$ cat config.mk
export PLATFORM = sky130hd
export DESIGN_NAME = lmw_seq
export DESIGN_NICKNAME = d
export VERILOG_FILES = /design/src/rtl/lmw_pkg.sv /design/src/rtl/lmw_check.sv /design/src/rtl/lmw_datapath.sv /design/src/rtl/lmw_fsm.sv /design/src/rtl/lmw_seq.sv
export SDC_FILE = /design/constraint.sdc
export NUM_CORES = 1
export LEC_CHECK = 0
export CAP_MARGIN = 5
export CORE_UTILIZATION = 42
export DETAILED_ROUTE_END_ITERATION = 10
export DONT_BUFFER_PORTS = 1
export MAX_ROUTING_LAYER = met4
export RECOVER_POWER = 25
export SLEW_MARGIN = 20
export SYNTH_ARGS = -nofsm -noshare
export SYNTH_HDL_FRONTEND = slang
export SYNTH_SLANG_ARGS = --single-unit
$ cat constraint.sdc
create_clock -name clk -period 3.5 [get_ports clk]
set_input_delay 0.35 -clock clk [delete_from_list [all_inputs] [get_ports clk]]
set_output_delay 0.35 -clock clk [all_outputs]
set_load 0.03 [all_outputs]
$ cat src/rtl/lmw_pkg.sv
package lmw_pkg;
   typedef enum logic [2:0] {
      S_IDLE  = 3'd0,
      S_ISSUE = 3'd1,
      S_WAIT  = 3'd2,
      S_WRITE = 3'd3,
      S_DONE  = 3'd4
   } lmw_state_e;
endpackage

$ cat src/rtl/lmw_check.sv
module lmw_check #(
   parameter int RIDX = 5
) (
   input  logic [RIDX-1:0] first_reg_i,
   input  logic [RIDX-1:0] base_reg_i,
   input  logic            little_endian_i,
   output logic            rej_form_o,
   output logic            rej_align_o
);
   // byte-order check takes priority over the form check
   always_comb begin
      rej_align_o = little_endian_i;
      rej_form_o  = !little_endian_i &&
                    ((base_reg_i == '0) || (base_reg_i >= first_reg_i));
   end
endmodule

$ cat src/rtl/lmw_datapath.sv
module lmw_datapath #(
   parameter int XLEN  = 64,
   parameter int WORD  = 32,
   parameter int NREG  = 32,
   parameter int DISPW = 16
) (
   input  logic                     clk,
   input  logic                     rst_n,
   input  logic                     load_i,
   input  logic                     adv_i,
   input  logic                     cap_i,
   input  logic [$clog2(NREG)-1:0]  first_reg_i,
   input  logic [$clog2(NREG)-1:0]  base_reg_i,
   input  logic [XLEN-1:0]          base_val_i,
   input  logic [DISPW-1:0]         disp_i,
   input  logic [WORD-1:0]          rdata_i,
   output logic [XLEN-1:0]          addr_o,
   output logic [$clog2(NREG)-1:0]  idx_o,
   output logic                     last_o,
   output logic [XLEN-1:0]          wdata_o
);
   localparam int RIDX = $clog2(NREG);
   localparam int STEP = WORD / 8;

   logic [XLEN-1:0] base_eff;
   logic [XLEN-1:0] disp_ext;
   logic [WORD-1:0] word_q;

   assign base_eff = (base_reg_i == '0) ? '0 : base_val_i;
   assign disp_ext = {{(XLEN-DISPW){disp_i[DISPW-1]}}, disp_i};
   assign last_o   = (idx_o == RIDX'(NREG-1));

   always_ff @(posedge clk or negedge rst_n) begin
      if (!rst_n) begin
         addr_o <= '0;
         idx_o  <= '0;
         word_q <= '0;
      end else begin
         if (load_i) begin
            addr_o <= base_eff + disp_ext;
            idx_o  <= first_reg_i;
         end else if (adv_i) begin
            addr_o <= addr_o + XLEN'(STEP);
            idx_o  <= idx_o + 1'b1;
         end
         if (cap_i) word_q <= rdata_i;
      end
   end

   generate
      if (XLEN == WORD) begin : g_full
         assign wdata_o = word_q;
      end else begin : g_pad
         assign wdata_o = {{(XLEN-WORD){1'b0}}, word_q};
      end
   endgenerate

   // after a non-final write, the next address is one word further
   p_addr_step_r2: assert property (@(posedge clk) disable iff (!rst_n)
      (adv_i && !last_o) |=> (addr_o == $past(addr_o) + XLEN'(STEP)));
endmodule

$ cat src/rtl/lmw_fsm.sv
module lmw_fsm
   import lmw_pkg::*;
(
   input  logic clk,
   input  logic rst_n,
   input  logic start_i,
   input  logic rej_form_i,
   input  logic rej_align_i,
   input  logic ack_i,
   input  logic last_i,
   output logic load_o,
   output logic adv_o,
   output logic cap_o,
   output logic req_o,
   output logic we_o,
   output logic done_o,
   output logic busy_o,
   output logic invalid_o,
   output logic align_o
);
   lmw_state_e state_q, state_d;
   logic       accept;

   assign accept = start_i && (state_q == S_IDLE);
   assign load_o = accept && !rej_form_i && !rej_align_i;
   assign req_o  = (state_q == S_ISSUE);
   assign cap_o  = (state_q == S_WAIT) && ack_i;
   assign we_o   = (state_q == S_WRITE);
   assign adv_o  = we_o;
   assign done_o = (state_q == S_DONE);
   assign busy_o = (state_q != S_IDLE);

   always_comb begin
      state_d = state_q;
      case (state_q)
         S_IDLE:  if (load_o) state_d = S_ISSUE;
         S_ISSUE: state_d = S_WAIT;
         S_WAIT:  if (ack_i) state_d = S_WRITE;
         S_WRITE: state_d = last_i ? S_DONE : S_ISSUE;
         S_DONE:  state_d = S_IDLE;
         default: state_d = S_IDLE;
      endcase
   end

   always_ff @(posedge clk or negedge rst_n) begin
      if (!rst_n) begin
         state_q   <= S_IDLE;
         invalid_o <= 1'b0;
         align_o   <= 1'b0;
      end else begin
         state_q   <= state_d;
         invalid_o <= accept && rej_form_i;
         align_o   <= accept && rej_align_i;
      end
   end

   // a request lasts one cycle
   p_req_pulse_r9: assert property (@(posedge clk) disable iff (!rst_n)
      req_o |=> !req_o);
   // done only follows the last write
   p_done_after_last_r7: assert property (@(posedge clk) disable iff (!rst_n)
      done_o |-> $past(we_o && last_i));
   // done is a single-cycle pulse
   p_done_pulse_r7: assert property (@(posedge clk) disable iff (!rst_n)
      done_o |=> !done_o && !busy_o);
   // a rejected request never launches a sequence
   p_err_quiet_r4: assert property (@(posedge clk) disable iff (!rst_n)
      (invalid_o || align_o) |-> !busy_o);
endmodule

$ cat src/rtl/lmw_seq.sv
module lmw_seq #(
   parameter int XLEN  = 64,
   parameter int WORD  = 32,
   parameter int NREG  = 32,
   parameter int DISPW = 16
) (
   input  logic                    clk,
   input  logic                    rst_n,
   input  logic                    start_i,
   input  logic [$clog2(NREG)-1:0] first_reg_i,
   input  logic [$clog2(NREG)-1:0] base_reg_i,
   input  logic [XLEN-1:0]         base_val_i,
   input  logic [DISPW-1:0]        disp_i,
   input  logic                    little_endian_i,
   output logic                    busy_o,
   output logic                    done_o,
   output logic                    invalid_o,
   output logic                    align_o,
   output logic                    mem_req_o,
   output logic [XLEN-1:0]         mem_addr_o,
   input  logic                    mem_ack_i,
   input  logic [WORD-1:0]         mem_rdata_i,
   output logic                    rf_we_o,
   output logic [$clog2(NREG)-1:0] rf_waddr_o,
   output logic [XLEN-1:0]         rf_wdata_o
);
   localparam int RIDX = $clog2(NREG);

   if (XLEN < WORD)         begin : g_bad_xlen  $error("XLEN below WORD");        end
   if (WORD % 8 != 0)       begin : g_bad_word  $error("WORD not byte multiple"); end
   if ((1 << RIDX) != NREG) begin : g_bad_nreg  $error("NREG not power of two");  end
   if (DISPW >= XLEN)       begin : g_bad_disp  $error("DISPW too wide");         end

   logic rej_form, rej_align, load, adv, cap, last;

   lmw_check #(.RIDX(RIDX)) u_check (
      .first_reg_i    (first_reg_i),
      .base_reg_i     (base_reg_i),
      .little_endian_i(little_endian_i),
      .rej_form_o     (rej_form),
      .rej_align_o    (rej_align)
   );

   lmw_datapath #(.XLEN(XLEN), .WORD(WORD), .NREG(NREG), .DISPW(DISPW)) u_dp (
      .clk        (clk),
      .rst_n      (rst_n),
      .load_i     (load),
      .adv_i      (adv),
      .cap_i      (cap),
      .first_reg_i(first_reg_i),
      .base_reg_i (base_reg_i),
      .base_val_i (base_val_i),
      .disp_i     (disp_i),
      .rdata_i    (mem_rdata_i),
      .addr_o     (mem_addr_o),
      .idx_o      (rf_waddr_o),
      .last_o     (last),
      .wdata_o    (rf_wdata_o)
   );

   lmw_fsm u_fsm (
      .clk        (clk),
      .rst_n      (rst_n),
      .start_i    (start_i),
      .rej_form_i (rej_form),
      .rej_align_i(rej_align),
      .ack_i      (mem_ack_i),
      .last_i     (last),
      .load_o     (load),
      .adv_o      (adv),
      .cap_o      (cap),
      .req_o      (mem_req_o),
      .we_o       (rf_we_o),
      .done_o     (done_o),
      .busy_o     (busy_o),
      .invalid_o  (invalid_o),
      .align_o    (align_o)
   );

   // upper half of every written register is clear
   if (XLEN > WORD) begin : g_zero_chk
      p_upper_zero_r3: assert property (@(posedge clk) disable iff (!rst_n)
         rf_we_o |-> (rf_wdata_o[XLEN-1:WORD] == '0));
   end
   // a write follows an acknowledge, never a bare request
   p_write_after_ack_r9: assert property (@(posedge clk) disable iff (!rst_n)
      rf_we_o |-> $past(mem_ack_i));
   // the two error flags never pulse together
   p_err_excl_r6: assert property (@(posedge clk) disable iff (!rst_n)
      !(invalid_o && align_o));
endmodule

==> results of run 1 <==
==> registers in the layout (all words and copies together), names as in the netlist <==
register / cells
u_dp.word_q: 32
u_fsm.align_o: 1
u_dp.addr_o: 64
u_dp.idx_o: 5
u_fsm.invalid_o: 1
u_fsm.state_q: 3
==> metal layers <==
metal  track usage (%)  vias to the layer above  routed length (um)
met2              46.7                      320               15300
li1                  -                     4706                   -
met5                 -                        -                   0
met1              32.1                     4528               13400
met3              5.04                       60                1970
met4              10.3                        0                 990
==> critical path: stages <==
cell	delay (ns)
or4_4	0.55
nor2_4	0.12
buf_12	0.14
buf_12	0.14
nor2b_1	0.05
ha_1	0.31
a21o_1	0.22
a21o_1	0.19
a21o_1	0.19
a211o_1	0.32
o31ai_4	0.35
a21oi_2	0.13
o211ai_4	0.31
a2111oi_2	0.13
or4_1	0.40
a31oi_1	0.17
==> report_power, final <==
group          switching [uW]  internal [uW]  total [uW]
registers                1570           1790        3360
logic                    1850           1530        3390
clock network             501            707        1210
total                    3930           4030        7960
==> cell families (layout without fill, tap and decap cells) <==
| kind of cell | Yosys count | count (layout) | synth area share [%] |
|---|---|---|---|
| AND/OR/NAND/NOR | 449 | 449 | 22.5 |
| XOR/XNOR | 111 | 111 | 9.87 |
| other | 1 | 34 | 0.0381 |
| buffers and inverters | 113 | 339 | 6.67 |
| flip-flops | 106 | 106 | 26.9 |
| AO/OA/AOI/OAI | 310 | 310 | 20.8 |
| multiplexers | 35 | 35 | 3.98 |
| adder cells (fa/ha/maj) | 72 | 72 | 9.22 |
==> through the flow <==
step                setup slack [ns]  util (%)  TNS, ns  hold slack, ns
detailed placement            -0.774      51.7   -20.38          0.0557
global placement              -0.685      51.7   -17.93          0.0561
finish                        -0.303      56.8    -2.70          0.0613
global route                  -0.403      56.8    -8.91          0.0545
CTS                           -0.210      55.8    -1.59          0.0500
floorplan                     -0.380         -    -3.93          0.0544
==> worst max path at each step <==
| stage | startpoint | endpoint | slack [ns] | cells after the start |
|---|---|---|---|---|
| floorplan | base_reg_i[1] | u_dp.addr_o[61] | -0.38 | 15 |
| global route | base_reg_i[1] | u_dp.addr_o[63] | -0.40 | 16 |
| CTS | base_reg_i[1] | u_dp.addr_o[63] | -0.21 | 16 |
| finish | base_reg_i[1] | u_dp.addr_o[63] | -0.30 | 16 |
| global placement | base_reg_i[1] | u_dp.addr_o[63] | -0.68 | 15 |
| detailed placement | base_reg_i[1] | u_dp.addr_o[63] | -0.77 | 15 |
==> cell type report <==
type                    count  area share (%)
flip-flops and latches    106            20.4
repair buffers            297            18.2
diodes                      2          0.0385
multi-input cells        1009            54.9
clock buffers               9            1.73
inverters                  26           0.752
well taps                 313            3.02
clock inverters             7           0.954
==> cells in the final DEF, fill, tap and decap left out, types with 21 or more instances in the layout <==
| cell | instances |
|---|---|
| dfrtp_1 | 106 |
| o21ai_0 | 60 |
| inv_1 | 25 |
| buf_4 | 276 |
| nand4_1 | 28 |
| o21ai_1 | 21 |
| conb_1 | 32 |
| xnor2_1 | 54 |
| mux2_2 | 32 |
| nor2b_1 | 65 |
| nand2_1 | 145 |
| nor2_1 | 77 |
| a21o_1 | 41 |
| nand3_1 | 41 |
| ha_1 | 69 |
| xor2_1 | 48 |
| a21oi_1 | 74 |
==> what timing repair did <==
action                                 CTS  global route
gates resized for setup                 75            36
setup endpoints to repair               28            32
endpoints found under the hold margin  106             0
pin swaps                               47            28
gates cloned                             2             0
hold buffers                             2             0
setup buffers                           19            14
==> flow_summary_export.csv, run 1 <==
group,metric,value,unit
outcome,outcome,"finished with violations",
outcome,violations,"capacitance limit, slew limit, setup timing",
sta,slew_headroom,-83.1,%
drt,ant_nets,0,
synthesis,syn-instance-count,1197,
synthesis,ys_seq_area_share,26.9,%
sta,max_freq,263,MHz
sta,slew_viol_final,107,
synthesis,syn_area_per_cell,8.23,um^2
clock_network,htreeDepth,3,
die,die_area,24100,um^2
die,die_h,155,um
synthesis,synth_top_flop_cell,"dfrtp_1",
global_route,first_global_vias,9680,
clock_network,tritoncts.num_buffers,9,
critical_path,crit_required,3.78,ns
critical_path,rr_endpoint,"u_dp.addr_o[33]",
die,die_w,155,um
critical_path,critPathArrivalTime,4.08,ns
clock_network,cts_tree,"yes",
clock_network,cts_num_sinks,106,
drt,avgRoutedWirePerCell,17.9,um
placement,hpwl,24.8,mm
cells_and_area,drive_gt1_share,30.3,%
synthesis,synthesis.area,9850,um^2
cells_and_area,final_area,13000,um^2
global_route,grt_usage,27.4,%
synthesis,synth-warning-count,0,
clock_network,ctsLongestPathBuffers,2,
sta,period_share,109,%
global_route,grt_pass1_wl,50.8,mm
drt,viasPerCell,5.43,
cells_and_area,fill_cells,2164,
drt,via_count,9614,
synthesis,synth_most_common_cell,"nand2_1",
placement,placed_cell_area,11800,um^2
cells_and_area,nets,1648,
worst_hold_path,min_path_cells,1,
clock_network,root_buffer,"clkbuf_16",
die,row_count,55,
cells_and_area,final_cells,1769,
worst_hold_path,min_path_type,"input pin to flop",
pwr,fin_total_pwr,7960,uW
synthesis,yosysTopAreaCell,"dfrtp_1",
synthesis,yosysTopAreaCellShare,26.9,%
critical_path,ff2ff_setup_slack,0.54,ns
sta,fin_crit,3.80,ns
sta,finalWorstSetupSlack,-0.303,ns
drt,drt-initial-drc-count,456,
clock_network,clk_latency,0.36,ns
sta,rsz0062_at_grt,"yes",
die,ios,266,
critical_path,reg2reg_depth,10,
clock_network,clk_pin_slew,0.07,ns
synthesis,synth-edff-count,0,
pwr,p_leak,0.00592,uW
sta,finClkSkew,0.0110,ns
pwr,powerDensity,613,nW/um^2
critical_path,crit_fanout,12,
drt,first_pass_iters,5,
cells_and_area,syn2layout_area_growth,31.9,%
synthesis,synth_seq_cells,106,
global_route,antenna_found_initial,2,
drt,drc,0,
pwr,ir_drop,0.303,mV
sta,setup_viol,24,
synthesis,synthDistinctLibCells,74,
global_route,grt_max_degree,107,
sta,worst_pin_slew,2.75,ns
critical_path,startpoint_type,"input pin",
critical_path,setup.worst_path.class,"input pin to flop",
placement,gp_congestion,0.947,
cells_and_area,seq_area,2650,um^2
worst_hold_path,hold-path-endpoint,"u_fsm.invalid_o",
synthesis,synthTopCellsByArea,"dfrtp_1 (27%), ha_1 (9.0%), nand2_1 (5.7%)",
die,initial_core_util,43.1,%
synthesis,synthTopCellsByCount,"nand2_1 (149), dfrtp_1 (106), o21ai_0 (82)",
sta,hold_viol_final,0,
die,core,22800,um^2
global_route,grt-ovfl-total,0,
critical_path,r2r-start,"u_dp.addr_o[13]",
drt,drt_wl_total,31.7,mm
synthesis,async_flop_share,100,%
worst_hold_path,min_from,"little_endian_i",
cells_and_area,multi_input_area,7130,um^2
placement,dp.cells,1714,
job,drv_cap,1,
critical_path,cp-end-kind,"flop",
placement,port_buffers,0,
(Power assumes the default switching activity.)
==> run 2: changes to the inputs <==
--- a/config.mk
+++ b/config.mk
@@ -5,12 +5,14 @@
 export SDC_FILE = /design/constraint.sdc
 export NUM_CORES = 1
 export LEC_CHECK = 0
+export ABC_CLOCK_PERIOD_IN_PS = 3500
 export CAP_MARGIN = 5
 export CORE_UTILIZATION = 42
 export DETAILED_ROUTE_END_ITERATION = 10
 export DONT_BUFFER_PORTS = 1
 export MAX_ROUTING_LAYER = met4
 export RECOVER_POWER = 25
+export SETUP_SLACK_MARGIN = 0.5
 export SLEW_MARGIN = 20
 export SYNTH_ARGS = -nofsm -noshare
 export SYNTH_HDL_FRONTEND = slang
==> flow_summary_export.csv, run 2 (same netlist as run 1, synthesis figures left out) <==
group,metric,value,unit
critical_path,crit_start,"base_reg_i[1]",
global_route,grt-ovfl-total,0,
global_route,grt_usage,26.0,%
pwr,fin_total_pwr,7750,uW
cells_and_area,syn2layout_area_growth,33.2,%
sta,period_share,107,%
placement,placed_cell_area,11600,um^2
drt,via_count,9523,
global_route,grt_pass1_wl,48.0,mm
clock_network,cts_num_sinks,106,
pwr,pwr-share-seq,45.4,%
sta,hold_viol_final,0,
cells_and_area,fill_cells,2060,
job,drv_cap,1,
die,die_h,155,um
pwr,p_clk_share,13.1,%
cells_and_area,final_area,13100,um^2
critical_path,critPathArrivalTime,4.02,ns
worst_hold_path,min_path_cells,1,
drt,ant_nets,0,
placement,pre_cts_slack,-0.712,ns
critical_path,reg2reg_depth,9,
die,die_w,155,um
pwr,ir_drop,0.284,mV
cells_and_area,drive_gt1_share,31.8,%
placement,gp_congestion,0.932,
die,ios,266,
outcome,outcome,"finished with violations",
global_route,antenna_found_initial,0,
sta,setup_viol,22,
drt,avgRoutedWirePerCell,18.5,um
sta,worst_pin_slew,2.44,ns
critical_path,rr_endpoint,"u_dp.addr_o[33]",
sta,rsz0062_at_grt,"yes",
sta,slew_viol_final,107,
critical_path,cp_cell_sequence,"or4_4 > nor2_4 > buf_12 > clkbuf_16 > nor2b_1 > ha_1 > a21o_1 > a21o_1 > a221oi_2 > nor2_2 > o31ai_4 > buf_6 > a21oi_4 > o211ai_4 > a2111oi_2 > or4_1 > a31oi_1",
cells_and_area,reg_top3,"u_dp.addr_o x64, u_dp.word_q x32, u_dp.idx_o x5",
placement,port_buffers,0,
outcome,violations,"capacitance limit, slew limit, setup timing",
die,die_area,24100,um^2
pwr,switching_power,3970,uW
critical_path,crit_path_frequent_cell,"a21o_1",
critical_path,cp.buffers_inverters,3,
cells_and_area,largest_reg_flops,64,
die,initial_core_util,43.1,%
drt,drt_wl_total,32.1,mm
sta,tns,-2.45,ns
critical_path,critPathMaxStageDelay,0.55,ns
critical_path,critPathSlowestCell,"or4_4",
placement,hpwl,24.2,mm
critical_path,cp-end-kind,"flop",
clock_network,clk_latency,0.36,ns
worst_hold_path,min_path_type,"input pin to flop",
pwr,swShare,51.2,%
cells_and_area,antennaDiodeCount,0,
critical_path,crit_fanout,6,
clock_network,cts_tree,"yes",
clock_network,tritoncts.num_buffers,9,
die,row_count,55,
critical_path,cpLargestDelayFamily,"compound AO/OA/AOI/OAI gates",
clock_network,htreeDepth,3,
drt,viasPerCell,5.49,
critical_path,setup.worst_path.class,"input pin to flop",
sta,max_freq,267,MHz
die,core,22800,um^2
pwr,p_leak,0.00586,uW
cells_and_area,top_register,"u_dp.addr_o",
global_route,first_global_vias,9242,
pwr,comb_power_share,41.5,%
sta,finClkSkew,0.0104,ns
sta,fin_crit,3.74,ns
sta,finalWorstSetupSlack,-0.242,ns
critical_path,path_depth,17,
cells_and_area,final_cell_mix,"buf_4 (232), nand2_1 (142), dfrtp_1 (106), nor2_1 (73), a21oi_1 (67)",
pwr,p_int,3780,uW
sta,slew_headroom,-62.7,%
drt,first_pass_iters,5,
cells_and_area,final_common_cell,"buf_4",
critical_path,crit_required,3.78,ns
critical_path,ff2ff_setup_slack,0.56,ns
drt,drc,0,
clock_network,root_buffer,"clkbuf_16",
clock_network,clk_pin_slew,0.07,ns
global_route,grt_max_degree,107,
pwr,powerDensity,591,nW/um^2
critical_path,cp-endpoint,"u_dp.addr_o[63]",
critical_path,startpoint_type,"input pin",
cells_and_area,nets,1615,
cells_and_area,final_core_util,57.4,%
drt,drt-initial-drc-count,471,
critical_path,r2r-start,"u_dp.addr_o[11]",
clock_network,ctsLongestPathBuffers,2,
-- run 2: cell type report --
class	count	area (um^2)	share of cell area [%]
tap	313	392	2.99
clock buffer	9	225	1.72
multi-input combinational	1009	7520	57.3
clock inverter	7	62.6	0.477
inverter	26	97.6	0.744
sequential	106	2650	20.2
timing repair buffer	264	2170	16.5
-- run 2: power groups by stage --
stage | sequential (uW) | clock [uW] | combinational (uW)
2_1_floorplan | 3470 | 0 | 1910
3_3_place_gp | 3520 | 0 | 2840
3_5_place_dp | 3530 | 0 | 2890
4_1_cts | 3500 | 1030 | 3000
5_1_grt | 3600 | 1080 | 3540
6_report | 3510 | 1020 | 3220
-- run 2: how the worst min path moves through the flow --
stage	from	end	slack [ns]
6_report	little_endian_i	u_fsm.invalid_o	0.05
5_1_grt	little_endian_i	u_fsm.invalid_o	0.05
4_1_cts	little_endian_i	u_fsm.invalid_o	0.04
3_5_place_dp	rst_n	u_dp.word_q[22]	0.06
3_3_place_gp	rst_n	u_dp.word_q[22]	0.06
2_1_floorplan	rst_n	u_dp.addr_o[0]	0.05
-- run 2: metal layers --
metal,wire length [um],global-route usage [%],vias up
li1,-,-,4618
met1,13500,30.7,4498
met2,15400,43.3,342
met3,2210,5.65,65
met4,1020,10.1,0
met5,0,-,-
-- run 2: per-stage QoR --
step	hold WS, ns	instances
finish	0.0522	1734
global route	0.0462	1734
CTS	0.0403	1704
detailed placement	0.0564	1679
global placement	0.0565	1679
floorplan	0.0544	1228
-- run 2: what timing repair did --
item,4_1_cts,5_1_grt
setup buffers,7,26
endpoints found under the hold margin,106,0
gates resized for setup,43,152
pin swaps,15,69
setup endpoints to repair,48,52
hold buffers,2,0
gates cloned,0,4
-- run 2: worst register-to-register path, stage by stage (launching register included) --
cell	delay (ns)
dfrtp_1	0.61
and4_1	0.37
and4_1	0.35
nand3_1	0.29
nor2_1	0.31
nand3_1	0.16
nor2_1	0.31
nand3_1	0.15
xor2_1	0.18
o21ai_0	0.15
==> run 3: changes to the inputs <==
--- a/config.mk
+++ b/config.mk
@@ -8,6 +8,7 @@
 export ABC_CLOCK_PERIOD_IN_PS = 3500
 export CAP_MARGIN = 5
 export CORE_UTILIZATION = 42
+export CTS_CLUSTER_SIZE = 14
 export DETAILED_ROUTE_END_ITERATION = 10
 export DONT_BUFFER_PORTS = 1
 export MAX_ROUTING_LAYER = met4
==> results of run 3 <==
Same layout as run 2: the final DEF is identical, and so are final timing and power.
